## src/rtl/ngate_pkg.sv

```systemverilog
package ngate_pkg;

    typedef enum logic [1:0] {
        GT_HOLD      = 2'b00,
        GT_MUTE      = 2'b01,
        GT_FADE      = 2'b10,
        GT_FADE_MUTE = 2'b11
    } gate_mode_e;

    localparam int REF_W = 24;

    // Linear magnitude for each 1.5 dB threshold step on a 24-bit full scale.
    function automatic logic [REF_W-1:0] thr_level(input logic [4:0] code);
        logic [REF_W-1:0] v;
        case (code)
            5'd0:  v = 24'd1255;
            5'd1:  v = 24'd1492;
            5'd2:  v = 24'd1773;
            5'd3:  v = 24'd2107;
            5'd4:  v = 24'd2504;
            5'd5:  v = 24'd2976;
            5'd6:  v = 24'd3537;
            5'd7:  v = 24'd4204;
            5'd8:  v = 24'd4997;
            5'd9:  v = 24'd5939;
            5'd10: v = 24'd7058;
            5'd11: v = 24'd8389;
            5'd12: v = 24'd9970;
            5'd13: v = 24'd11849;
            5'd14: v = 24'd14083;
            5'd15: v = 24'd16737;
            5'd16: v = 24'd19892;
            5'd17: v = 24'd23642;
            5'd18: v = 24'd28099;
            5'd19: v = 24'd33395;
            5'd20: v = 24'd39690;
            5'd21: v = 24'd47172;
            5'd22: v = 24'd56065;
            5'd23: v = 24'd66633;
            5'd24: v = 24'd79193;
            5'd25: v = 24'd94121;
            5'd26: v = 24'd111862;
            5'd27: v = 24'd132948;
            5'd28: v = 24'd158009;
            5'd29: v = 24'd187794;
            5'd30: v = 24'd223194;
            default: v = 24'd265271;
        endcase
        return v;
    endfunction

endpackage

```

## src/rtl/ngate_level.sv

```systemverilog
module ngate_level
    import ngate_pkg::*;
#(
    parameter int DATA_W = 24
) (
    input  logic [DATA_W-1:0] sample,
    input  logic [4:0]        code,
    output logic              quiet
);
    localparam int SHIFT = DATA_W - REF_W;

    logic [DATA_W-1:0] mag;
    logic [DATA_W-1:0] thr_scaled;

    always_comb begin
        // Two's complement negate; the most negative value maps to 2^(W-1).
        mag        = sample[DATA_W-1] ? (~sample + 1'b1) : sample;
        thr_scaled = DATA_W'(thr_level(code)) << SHIFT;
        quiet      = (mag < thr_scaled);
    end

endmodule

```

## src/rtl/ngate_qual.sv

```systemverilog
module ngate_qual #(
    parameter int HOLD_SAMPLES = 12000
) (
    input  logic clk,
    input  logic rst_n,
    input  logic step,
    input  logic enable,
    input  logic quiet,
    output logic act_next,
    output logic act_now
);
    localparam int CNT_W = (HOLD_SAMPLES > 1) ? $clog2(HOLD_SAMPLES) : 1;
    localparam logic [CNT_W-1:0] LAST = CNT_W'(HOLD_SAMPLES - 1);

    typedef struct packed {
        logic [CNT_W-1:0] cnt;
        logic             act;
    } qual_t;

    qual_t st_d, st_q;

    always_comb begin
        st_d = st_q;
        if (step) begin
            if (!enable || !quiet) begin
                st_d = '0;
            end else if (!st_q.act) begin
                if (st_q.cnt == LAST) st_d.act = 1'b1;
                else                  st_d.cnt = st_q.cnt + 1'b1;
            end
        end
    end

    always_ff @(posedge clk) begin
        if (!rst_n) st_q <= '0;
        else        st_q <= st_d;
    end

    assign act_next = st_d.act;
    assign act_now  = st_q.act;

    assert_loud_release_R6: assert property (@(posedge clk) disable iff (!rst_n)
        (step && !quiet) |=> !st_q.act);

    assert_off_idle_R3: assert property (@(posedge clk) disable iff (!rst_n)
        (step && !enable) |=> (!st_q.act && st_q.cnt == '0));

    assert_cnt_bound_R5: assert property (@(posedge clk) disable iff (!rst_n)
        st_q.cnt <= LAST);

    assert_engage_full_R5: assert property (@(posedge clk) disable iff (!rst_n)
        $rose(st_q.act) |-> ($past(st_q.cnt) == LAST));

endmodule

```

## src/rtl/ngate_fade.sv

```systemverilog
module ngate_fade
    import ngate_pkg::*;
#(
    parameter int GAIN_W       = 6,
    parameter int FADE_SAMPLES = 480,
    parameter int GAIN_MIN     = 0
) (
    input  logic              clk,
    input  logic              rst_n,
    input  logic              step,
    input  gate_mode_e        mode,
    input  logic              act_next,
    input  logic              act_now,
    input  logic [GAIN_W-1:0] gain_in,
    output logic [GAIN_W-1:0] held_next,
    output logic              at_min
);
    localparam int FC_W = (FADE_SAMPLES > 1) ? $clog2(FADE_SAMPLES) : 1;
    localparam logic [FC_W-1:0]   FLAST = FC_W'(FADE_SAMPLES - 1);
    localparam logic [GAIN_W-1:0] FLOOR = GAIN_W'(GAIN_MIN);

    typedef struct packed {
        logic [GAIN_W-1:0] held;
        logic [FC_W-1:0]   fcnt;
    } fade_t;

    fade_t st_d, st_q;
    logic  fading;

    assign fading = (mode == GT_FADE) || (mode == GT_FADE_MUTE);

    always_comb begin
        st_d = st_q;
        if (step) begin
            if (!act_next) begin
                st_d.fcnt = '0;
            end else if (!act_now) begin
                st_d.held = gain_in;
                st_d.fcnt = '0;
            end else if (fading) begin
                if (st_q.fcnt == FLAST) begin
                    st_d.fcnt = '0;
                    if (st_q.held > FLOOR) st_d.held = st_q.held - 1'b1;
                end else begin
                    st_d.fcnt = st_q.fcnt + 1'b1;
                end
            end
        end
    end

    always_ff @(posedge clk) begin
        if (!rst_n) st_q <= '0;
        else        st_q <= st_d;
    end

    assign held_next = st_d.held;
    assign at_min    = (st_d.held <= FLOOR);

    assert_fade_down_R9: assert property (@(posedge clk) disable iff (!rst_n)
        (step && act_now && act_next) |=> (st_q.held <= $past(st_q.held)));

    assert_hold_frozen_R7: assert property (@(posedge clk) disable iff (!rst_n)
        (step && act_now && act_next && !fading) |=> $stable(st_q.held));

endmodule

```

## src/rtl/audio_noise_gate.sv

```systemverilog
module audio_noise_gate
    import ngate_pkg::*;
#(
    parameter int DATA_W       = 24,
    parameter int GAIN_W       = 6,
    parameter int HOLD_SAMPLES = 12000,
    parameter int FADE_SAMPLES = 480,
    parameter int GAIN_MIN     = 0
) (
    input  logic              clk,
    input  logic              rst_n,
    input  logic              in_valid,
    input  logic [DATA_W-1:0] in_sample,
    input  logic [GAIN_W-1:0] gain_in,
    input  logic              gate_en,
    input  logic [1:0]        gate_mode,
    input  logic [4:0]        thr_code,
    output logic              out_valid,
    output logic [DATA_W-1:0] out_sample,
    output logic [GAIN_W-1:0] out_gain,
    output logic              gate_active
);
    typedef struct packed {
        logic              valid;
        logic [DATA_W-1:0] sample;
        logic [GAIN_W-1:0] gain;
        logic              active;
    } out_t;

    gate_mode_e        mode;
    logic              quiet;
    logic              act_next, act_now;
    logic [GAIN_W-1:0] held_next;
    logic              at_min;
    logic              mute;
    out_t              o_d, o_q;

    assign mode = gate_mode_e'(gate_mode);

    ngate_level #(.DATA_W(DATA_W)) u_level (
        .sample (in_sample),
        .code   (thr_code),
        .quiet  (quiet)
    );

    ngate_qual #(.HOLD_SAMPLES(HOLD_SAMPLES)) u_qual (
        .clk      (clk),
        .rst_n    (rst_n),
        .step     (in_valid),
        .enable   (gate_en),
        .quiet    (quiet),
        .act_next (act_next),
        .act_now  (act_now)
    );

    ngate_fade #(
        .GAIN_W       (GAIN_W),
        .FADE_SAMPLES (FADE_SAMPLES),
        .GAIN_MIN     (GAIN_MIN)
    ) u_fade (
        .clk       (clk),
        .rst_n     (rst_n),
        .step      (in_valid),
        .mode      (mode),
        .act_next  (act_next),
        .act_now   (act_now),
        .gain_in   (gain_in),
        .held_next (held_next),
        .at_min    (at_min)
    );

    always_comb begin
        mute  = act_next && ((mode == GT_MUTE) || ((mode == GT_FADE_MUTE) && at_min));
        o_d       = o_q;
        o_d.valid = in_valid;
        if (in_valid) begin
            o_d.active = act_next;
            o_d.gain   = act_next ? held_next : gain_in;
            o_d.sample = mute ? '0 : in_sample;
        end
    end

    always_ff @(posedge clk) begin
        if (!rst_n) o_q <= '0;
        else        o_q <= o_d;
    end

    assign out_valid   = o_q.valid;
    assign out_sample  = o_q.sample;
    assign out_gain    = o_q.gain;
    assign gate_active = o_q.active;

    assert_latency_R2: assert property (@(posedge clk) disable iff (!rst_n)
        in_valid |=> out_valid);

    assert_idle_hold_R2: assert property (@(posedge clk) disable iff (!rst_n)
        !in_valid |=> (!out_valid && $stable(out_sample) && $stable(out_gain)));

    assert_bypass_R3: assert property (@(posedge clk) disable iff (!rst_n)
        (in_valid && !gate_en) |=>
            (out_sample == $past(in_sample) && out_gain == $past(gain_in) && !gate_active));

    assert_mute_zero_R8: assert property (@(posedge clk) disable iff (!rst_n)
        (in_valid && gate_en && mode == GT_MUTE) |=> (!gate_active || out_sample == '0));

endmodule

```

## config.mk

```make
export PLATFORM = sky130hd
export DESIGN_NAME = audio_noise_gate
export DESIGN_NICKNAME = d
export VERILOG_FILES = /design/src/rtl/ngate_pkg.sv /design/src/rtl/ngate_level.sv /design/src/rtl/ngate_qual.sv /design/src/rtl/ngate_fade.sv /design/src/rtl/audio_noise_gate.sv
export SDC_FILE = /design/constraint.sdc
export NUM_CORES = 1
export LEC_CHECK = 0
export ABC_AREA = 1
export BUFFER_PORTS_ARGS = -buffer_cell sky130_fd_sc_hd__buf_2
export CELL_PAD_IN_SITES_DETAIL_PLACEMENT = 1
export CELL_PAD_IN_SITES_GLOBAL_PLACEMENT = 1
export CORE_UTILIZATION = 37
export CTS_CLUSTER_SIZE = 8
export DETAILED_ROUTE_END_ITERATION = 6
export GPL_TIMING_DRIVEN = 1
export PLACE_DENSITY_LB_ADDON = 0.25
export REMOVE_ABC_BUFFERS = 1
export SKIP_LAST_GASP = 1
export SLEW_MARGIN = 10
export SYNTH_ARGS = -nofsm -noshare
export SYNTH_HDL_FRONTEND = slang
export SYNTH_SLANG_ARGS = --single-unit
```

## constraint.sdc

```tcl
create_clock -name clk -period 3.4 [get_ports clk]
set_clock_uncertainty 0.05 [all_clocks]
set_input_delay 0.34 -clock clk [delete_from_list [all_inputs] [get_ports clk]]
set_output_delay 0.34 -clock clk [all_outputs]
set_load 0.01 [all_outputs]
```

==> run metrics, run 1 <==
Ports=73; Sink Count=62; vias per cell=5.46; buffers added on ports=72; peak fanout along the critical path=7; failing checks=negative setup slack; Overall Power=2.27 mW; Worst Path Required=3550 ps; hpwl dp=14200 um; Layout Nets=1035; Fin Setup TNS=-1830 ps; DRC=0; ANT nets after route=0; prevailing post-synth register cell=dfxtp_1; total power per unit cell area=325 nW/um2; Clock Tree Buf Depth=2; Yosys reg bits=62; Clock Pin Slew Worst Setup and Hold Paths=50 ps; drt wl/cell=17.8 um; CTS Buf Count=9; Post-Layout Cell Count=1145; Post-Syn Area per Cell=6.24 um2; die span in x=119 um; RR Startpoint=u_fade.st_q[1]; ANT cells=0; Worst EP arrival=3660 ps; Synth Area in XOR/XNOR=0.0417; Slew @ Worst Pin=621 ps; Yosys cell types=46; P_leak=3.34 nW; first-pass GRT wire length=29800 um; Critical Path Source Type=input port; final hold violation count=0; Final Max Slew Viols=0; reg2reg end=out_sample[10]; fraction of layout cells with a size suffix above 1=0.316; slowest library cell on the worst path=ha_1; Synth Area in Simple Gates=0.340; die outline height=119 um; Clock Latency Late Sink=340 ps; via count=6248; dpl cells=1118; Max stage delay on crit path=310 ps; worst setup path start=thr_code[0]; YS warnings=0; Congestion Overflow GR=0; CTS tree=built; CP dominant cell by count=nand2_1; Setup WS pre-CTS=-449 ps; EDFF count, synth=0; Fmax achieved=285 MHz; ys async rst share=0; Seq/Total Area, Yosys=0.246; largest area contributor in the netlist=dfxtp_1; r2r setup slk=310 ps; # hold bufs at CTS=0; mux cell area share after synthesis=0; worst IR drop on VDD=247 uV; largest family of logic cells by synthesized area=simple AND/OR/NAND/NOR gates; First-pass DRT Iterations=5; core area=13300 um2; largest delay contributor family on the critical path=simple AND/OR/NAND/NOR gates; largest cells by area after synthesis=dfxtp_1 25%, nand2_1 15%, inv_1 8.0%, ha_1 7.2%, a21oi_1 6.6%; top cell type's share of synthesized area=0.246; worst rel slew slack=0.583; kind of end point of the critical path=register; Initial DRC Count=360; starting density of the core=0.379; Critical Path Sink=out_sample[10]; worst r2r path cells=18; Crit Path Class=in2reg; top cells by count, synth=203 x nand2_1, 108 x inv_1, 67 x a21oi_1; fin crit period=3510 ps; Max-Cap Viols=0; post-synthesis adder-cell area fraction=0.0719; Area growth, synth to finish=38.4%; status=complete, but fails checks; vias in the first global route=6192; instance count on the critical path=23; total die area=14100 um2; CP Buf/Inv Count=2; Mapped Cells=808; initial antenna violation count=0; Routed WL=20300 um; H-Tree Depth=3; Site Rows=42; Syn Std Cell Area=5040 um2; Hold/Removal Path Class=in2reg; Final Cycle Share=1.03; Clock Tree Root=clkbuf_16; gr usage total=0.263; most common cell in the netlist=nand2_1; worst setup margin=-108 ps; Compound-Gate Fraction of Synth Area=0.185; final setup fails=24; routability cong.=0.924; CP Cell Sequence=buf_8 > ha_1 > nand2_1 > nand2_2 > nand2_1 > o21ai_2 > or2_2 > ha_1 > nand2_1 > inv_1 > nand3_1 > nor3_2 > nand4_1 > nor2_1 > nor2_4 > nand4_1 > nand2_1 > nor2_1 > nand3_2 > nand2_8 > nand2_8 > nand2_4 > a21oi_2; largest net degree at the start of global routing=27
-- placed cells by master (no fill, tap or decap), types with 5 or more instances in the layout --
master / instances
nand2_1: 182
inv_1: 103
buf_4: 95
buf_2: 69
dfxtp_1: 62
a21oi_1: 56
nor2_1: 52
o21ai_0: 41
nand3_1: 41
nand2_2: 35
ha_1: 22
xor2_1: 20
nor2_2: 16
nand4_1: 15
a21oi_2: 11
nor3_1: 11
a31oi_1: 9
clkbuf_16: 9
nor2_4: 8
o21ai_1: 8
inv_2: 7
nand3_2: 6
o31ai_1: 6
nand2_8: 5
ha_4: 5
-- final cells by class --
class | instances | area [um2]
clock buffer | 14 | 264
clock inverter | 1 | 5.00
fill | 1791 | 6310
inverter | 117 | 449
multi-input combinational | 604 | 3660
sequential | 62 | 1240
tap | 176 | 220
timing repair buffer | 171 | 1150
-- cell families after synthesis --
| logic type | count (synthesis) |
|---|---|
| AND/OR/NAND/NOR | 385 |
| buffers and inverters | 146 |
| adder cells (fa/ha/maj) | 29 |
| AO/OA/AOI/OAI | 162 |
| XOR/XNOR | 24 |
| flip-flops | 62 |
-- state kept, by name, summed over array words and instances (netlist names) --
register / cells
u_qual.act_now: 1
out_sample: 24
gate_active: 1
out_gain: 6
u_fade.st_q: 15
out_valid: 1
u_qual.st_q: 14
-- tightest hold or removal path, cell delays in order --
cell and delay [ps]:
buf_2 120, nand2_1 60, inv_1 40, nand2_2 50, a21oi_1 50
-- power by group --
part	leakage [nW]	switching (mW)	internal (mW)
Combinational	2.70	0.395	0.261
Clock	0.133	0.318	0.528
Sequential	0.506	0.0168	0.754
Total	3.34	0.730	1.54
-- how the worst min path moves through the flow --
stage              startpoint              to  slack [ps]  cells past startpoint
2_1_floorplan        in_valid       out_valid         380                      2
3_3_place_gp    out_sample[6]   out_sample[6]         400                      2
3_5_place_dp   out_sample[16]  out_sample[16]         410                      2
4_1_cts          in_sample[0]   out_sample[0]         310                      5
5_1_grt         in_sample[22]  out_sample[22]         350                      5
6_report         in_sample[1]   out_sample[1]         330                      5
-- metrics by stage --
stage | utilization | hold WS (ps) | cell area, um2
3_5_place_dp | 0.464 | 406 | 6170
3_3_place_gp | 0.464 | 402 | 6170
6_report | 0.525 | 326 | 6980
5_1_grt | 0.525 | 350 | 6980
4_1_cts | 0.488 | 312 | 6490
2_1_floorplan | - | 383 | 4910
-- metal layers --
layer / vias up / global-route usage / routed length [um]
met1: 3047 / 0.330 / 8560
met5: - / 0 / 0
met3: 54 / 0.0410 / 968
li1: 2959 / - / -
met2: 188 / 0.457 / 10300
met4: 0 / 0.0807 / 539
-- timing repair --
action | in CTS | in global routing
gates resized for setup | 3 | 115
cloned | 1 | 3
setup endpoints to repair | 24 | 51
pin swaps | 0 | 39
buffers inserted | 2 | 6
No activity file was read; power rests on OpenSTA's default activity.
==> inputs of run 2 (changes only) <==
Settings changed: CORE_UTILIZATION 37 to 38, CTS_BUF_LIST set to sky130_fd_sc_hd__clkbuf_8.
==> run metrics, run 2 (synthesis gave the netlist of run 1 again) <==
status=complete, but fails checks; failing checks=negative setup slack; die outline height=117 um; worst r2r path cells=18; P_leak=3.34 nW; CP Cell Sequence=clkbuf_4 > inv_4 > ha_2 > nand2_2 > nand2_1 > o21ai_1 > or2_2 > ha_1 > nand2_1 > inv_1 > nand3_1 > nor3_2 > nand4_1 > nor2_2 > nor2_4 > nand4_1 > nand2_1 > nor2_2 > nand3_2 > nand2_8 > nand2_8 > nand2_1 > a21oi_1; Overall Power=2.02 mW; H-Tree Depth=3; Worst EP arrival=3870 ps; CTS tree=built; worst IR drop on VDD=254 uV; instance count on the critical path=23; gr usage total=0.272; Ports=73; final setup fails=25; Setup WS pre-CTS=-482 ps; Critical Path Source Type=input port; Final Cycle Share=1.09; largest delay contributor family on the critical path=simple AND/OR/NAND/NOR gates; kind of end point of the critical path=register; Clock Tree Buf Depth=2; hold_sp=in_sample[18]; Post-Layout Cell Count=1152; Critical Path Sink=out_sample[15]; Clock Pin Slew Worst Setup and Hold Paths=70 ps; Fmax achieved=271 MHz; Slew @ Worst Pin=559 ps; ANT nets after route=0; vias per cell=5.48; total die area=13700 um2; Max stage delay on crit path=330 ps; fraction of layout cells with a size suffix above 1=0.307; slowest library cell on the worst path=ha_1; die span in x=117 um; hpwl dp=14200 um; Initial DRC Count=454; First-pass DRT Iterations=5; starting density of the core=0.395; first-pass GRT wire length=29200 um; CTS Buf Count=9; vias in the first global route=6212; largest net degree at the start of global routing=38; Area growth, synth to finish=35.8%; Hold/Removal Path Class=in2reg; RR Startpoint=u_fade.st_q[0]; Max-Cap Viols=0; peak fanout along the critical path=7; reg2reg end=out_sample[15]; Worst Path Required=3570 ps; CP dominant cell by count=nand2_1; Layout Nets=1045; worst setup margin=-294 ps; Congestion Overflow GR=0; Clock Tree Root=clkbuf_8; final hold violation count=0; Crit Path Class=in2reg; commonest non-fill, non-tap cell in the layout=nand2_1; Site Rows=41; fin crit period=3690 ps; DRC=0; routability cong.=0.950; drt wl/cell=18.0 um; Clock Latency Late Sink=350 ps; commonest non-fill, non-tap cells in the layout=194 x nand2_1, 109 x buf_4, 105 x inv_1, 69 x buf_2, 62 x dfxtp_1; buffers added on ports=72; Sink Count=62; ANT cells=0; dpl cells=1118; initial antenna violation count=0; total power per unit cell area=295 nW/um2; CP Buf/Inv Count=3; Routed WL=20800 um; via count=6313; Final Max Slew Viols=0; worst rel slew slack=0.625; worst setup path start=thr_code[1]; Largest register FFs=24; core area=12800 um2; r2r setup slk=80 ps
## run 2: cell count changes in the layout (fill, tap and decap cells not counted), moves of 3 or more
cell	change
clkbuf_1	-3
clkbuf_16	-9
ha_2	+3
nor2_2	-3
a21oi_1	+3
buf_6	-4
nand2_2	-10
clkbuf_8	+10
ha_4	-3
nand2_1	+12
a21oi_2	-3
o21ai_0	-3
nor2_1	+5
buf_4	+14
## run 2: worst min-delay path by stage
stage          cells past startpoint              to  slack [ps]
6_report                           5  out_sample[18]         300
5_1_grt                            3     out_gain[1]         310
4_1_cts                            3     out_gain[1]         290
3_5_place_dp                       2  out_sample[16]         400
3_3_place_gp                       2  out_sample[17]         400
2_1_floorplan                      2       out_valid         380
## run 2: area by class of cell
class | count | area [um2]
sequential | 62 | 1240
tap | 172 | 215
clock inverter | 4 | 21.3
fill | 1751 | 5920
inverter | 117 | 447
clock buffer | 12 | 165
multi-input combinational | 604 | 3560
timing repair buffer | 181 | 1200
## run 2: worst register-to-register path, cell delays in order (launching register included)
cell	delay, ps
dfxtp_1	390
ha_1	230
nand4_1	160
inv_1	110
nand2_1	170
nor3_1	490
nand2_1	150
nand2_1	110
nor2_1	40
a21oi_1	160
inv_1	80
nand4_1	130
nand2_1	160
nor2_2	150
nand3_2	140
nand2_8	180
nand2_8	110
nand2_1	120
a21oi_1	90
## run 2: stage by stage
stage	TNS [ps]	hold WS [ps]	area, um2	utilization
after floorplan	0	383	4910	-
after global placement	-10060	402	6190	0.485
after detailed placement	-16960	404	6190	0.485
after CTS	0	286	6440	0.504
after global routing	-9520	312	6850	0.536
final	-4970	298	6850	0.536
## run 2: per-layer routing
metal | global-route usage | routed length (um)
met1 | 0.339 | 8890
met5 | 0 | 0
met4 | 0.0599 | 547
met3 | 0.0422 | 1040
met2 | 0.492 | 10300
## run 2: repair_timing
| action | 4_1_cts | 5_1_grt |
|---|---|---|
| cloned | 1 | 3 |
| setup buffers | 3 | 11 |
| setup endpoints to repair | 24 | 52 |
| resized for setup | 3 | 84 |
| hold buffers | 0 | 0 |
| pin swaps | 1 | 28 |
## run 2: power by group
part | switching (mW) | internal [mW] | leakage (nW) | total (mW)
Combinational | 0.386 | 0.259 | 2.73 | 0.644
Sequential | 0.0184 | 0.752 | 0.506 | 0.771
Clock | 0.291 | 0.319 | 0.0996 | 0.610
==> inputs of run 3 (changes only) <==
Settings changed: CORE_ASPECT_RATIO set to 0.5.
==> run metrics, run 3 (synthesis gave the netlist of run 1 again) <==
status=complete, but fails checks; failing checks=negative setup slack; die span in x=165 um; slowest library cell on the worst path=ha_1; Max-Cap Viols=0; Clock Tree Buf Depth=2; Crit Path Class=in2reg; sw frac=0.354; worst rel slew slack=0.663; first-pass GRT wire length=29700 um; RSZ-0062 raised after global routing=yes; commonest non-fill, non-tap cell in the layout=nand2_1; Routed WL=20900 um; starting density of the core=0.394; CTS Buf Count=9; Hold/Removal Path Class=in2reg; fraction of layout cells with a size suffix above 1=0.328; # hold bufs at CTS=0; fin crit period=3600 ps; total power per unit cell area=291 nW/um2; drt wl/cell=17.8 um; Clock Pin Slew Worst Setup and Hold Paths=80 ps; Area growth, synth to finish=41.1%; gr usage total=0.267; CP Buf/Inv Count=5; core area=12800 um2; Max stage delay on crit path=350 ps; buffers added on ports=72; First-pass DRT Iterations=5; Clock Latency Late Sink=350 ps; Critical Path Source Type=input port; Layout Nets=1066; CP dominant cell by count=nand2_1; Final Core Density=0.556; largest net degree at the start of global routing=40; routability cong.=0.954; total die area=13800 um2; via count=6343; Final Max Slew Viols=0; DRC=0; Final Cycle Share=1.06; Sink Count=62; Ports=73; Internal=1.34 mW; vias in the first global route=6240; commonest non-fill, non-tap cells in the layout=197 x nand2_1, 123 x buf_4, 104 x inv_1, 69 x buf_2, 62 x dfxtp_1; Initial DRC Count=377; worst IR drop on VDD=210 uV; Slew @ Worst Pin=506 ps; worst setup margin=-201 ps; Post-DP Area=6370 um2; Fmax achieved=278 MHz; Largest register FFs=24; Worst EP arrival=3820 ps; Seq pwr share=0.372; hpwl dp=13700 um; total net switching power=0.734 mW; initial antenna violation count=0; CTS tree=built; post-route cell area=7120 um2; final setup fails=24; die outline height=83.5 um; Clock Tree Root=clkbuf_8; ANT cells=0; kind of end point of the critical path=register; peak fanout along the critical path=6; largest delay contributor family on the critical path=simple AND/OR/NAND/NOR gates; H-Tree Depth=3; combinational power share=0.328; fill count=1711; Congestion Overflow GR=0; P_leak=3.48 nW; vias per cell=5.42; Site Rows=29; Clock power frac=0.301; Worst Path Required=3620 ps; final hold violation count=0; smallest hold slack=314 ps; ANT nets after route=0
==> run 3: cell count changes in the layout (fill, tap and decap cells not counted), moves of 3 or more <==
cell,delta
nand2_4,+4
buf_12,+4
nand2_2,-5
nor2_4,+4
o31ai_2,+3
a21oi_2,+7
ha_2,-3
nand2_1,+3
a21oi_1,-7
buf_6,+5
buf_4,+14
==> run 3: final cells by class <==
type / instances / area [um2] / share of cell area
clock buffer: 11 / 151 / 0.0213
multi-input combinational: 604 / 3590 / 0.505
inverter: 117 / 459 / 0.0645
clock inverter: 5 / 35.0 / 0.00492
timing repair buffer: 202 / 1430 / 0.200
sequential: 62 / 1240 / 0.174
tap: 170 / 213 / 0.0299
==> run 3: final timing paths <==
path	start	end	slack (ps)	depth (start not counted)
worst min register to register	out_gain[3]	out_gain[3]	410	2
worst max-delay path	thr_code[0]	out_sample[9]	-200	25
worst min-delay path	in_sample[17]	out_sample[17]	310	5
worst max register to register	u_fade.st_q[0]	out_sample[23]	320	18
==> run 3: what timing repair did <==
action	4_1_cts	5_1_grt
buffers inserted	4	11
cloned	2	2
gates resized for setup	26	81
endpoints found under the setup margin	26	48
pin swaps	8	41
==> run 3: power by group through the flow <==
| stage | Clock [mW] | Sequential [mW] | Combinational, mW |
|---|---|---|---|
| final | 0.623 | 0.771 | 0.680 |
| after global routing | 0.662 | 0.773 | 0.742 |
| after CTS | 0.627 | 0.769 | 0.595 |
| after detailed placement | 0 | 0.786 | 0.569 |
| after global placement | 0 | 0.784 | 0.546 |
| after floorplan | 0 | 0.792 | 0.286 |
==> run 3: metal layers <==
layer / part of all wire / global-route usage / up-vias / routed length [um]
met5: 0 / 0 / - / 0
met4: 0.037 / 0.0884 / 0 / 767
met3: 0.035 / 0.0392 / 69 / 720
li1: - / - / 3024 / -
met1: 0.41 / 0.320 / 3091 / 8460
met2: 0.52 / 0.486 / 159 / 10900
==> run 3: metrics by stage <==
stage          setup TNS [ps]  std cells  total power [mW]  worst slack (ps)
6_report                -2900       1171              2.07              -201
5_1_grt                 -7740       1171              2.18              -325
4_1_cts                     0       1158              1.99              2.96
3_5_place_dp           -18790       1136              1.35              -516
3_3_place_gp           -12010       1136              1.33              -356
2_1_floorplan               0        779              1.08              87.8
==> run 3: worst reg2reg max path, stage by stage (launching register included) <==
cell	delay [ps]
dfxtp_1	390
ha_1	250
nand4_1	180
inv_1	130
nand2_1	150
nor3_1	370
nand2_1	90
nand2_1	80
nor2_1	40
a21oi_1	140
inv_1	70
nand4_1	110
nand2_1	130
nor2_1	130
nand3_1	140
nand2_4	220
nand2_8	100
nand2_1	90
a21oi_1	70
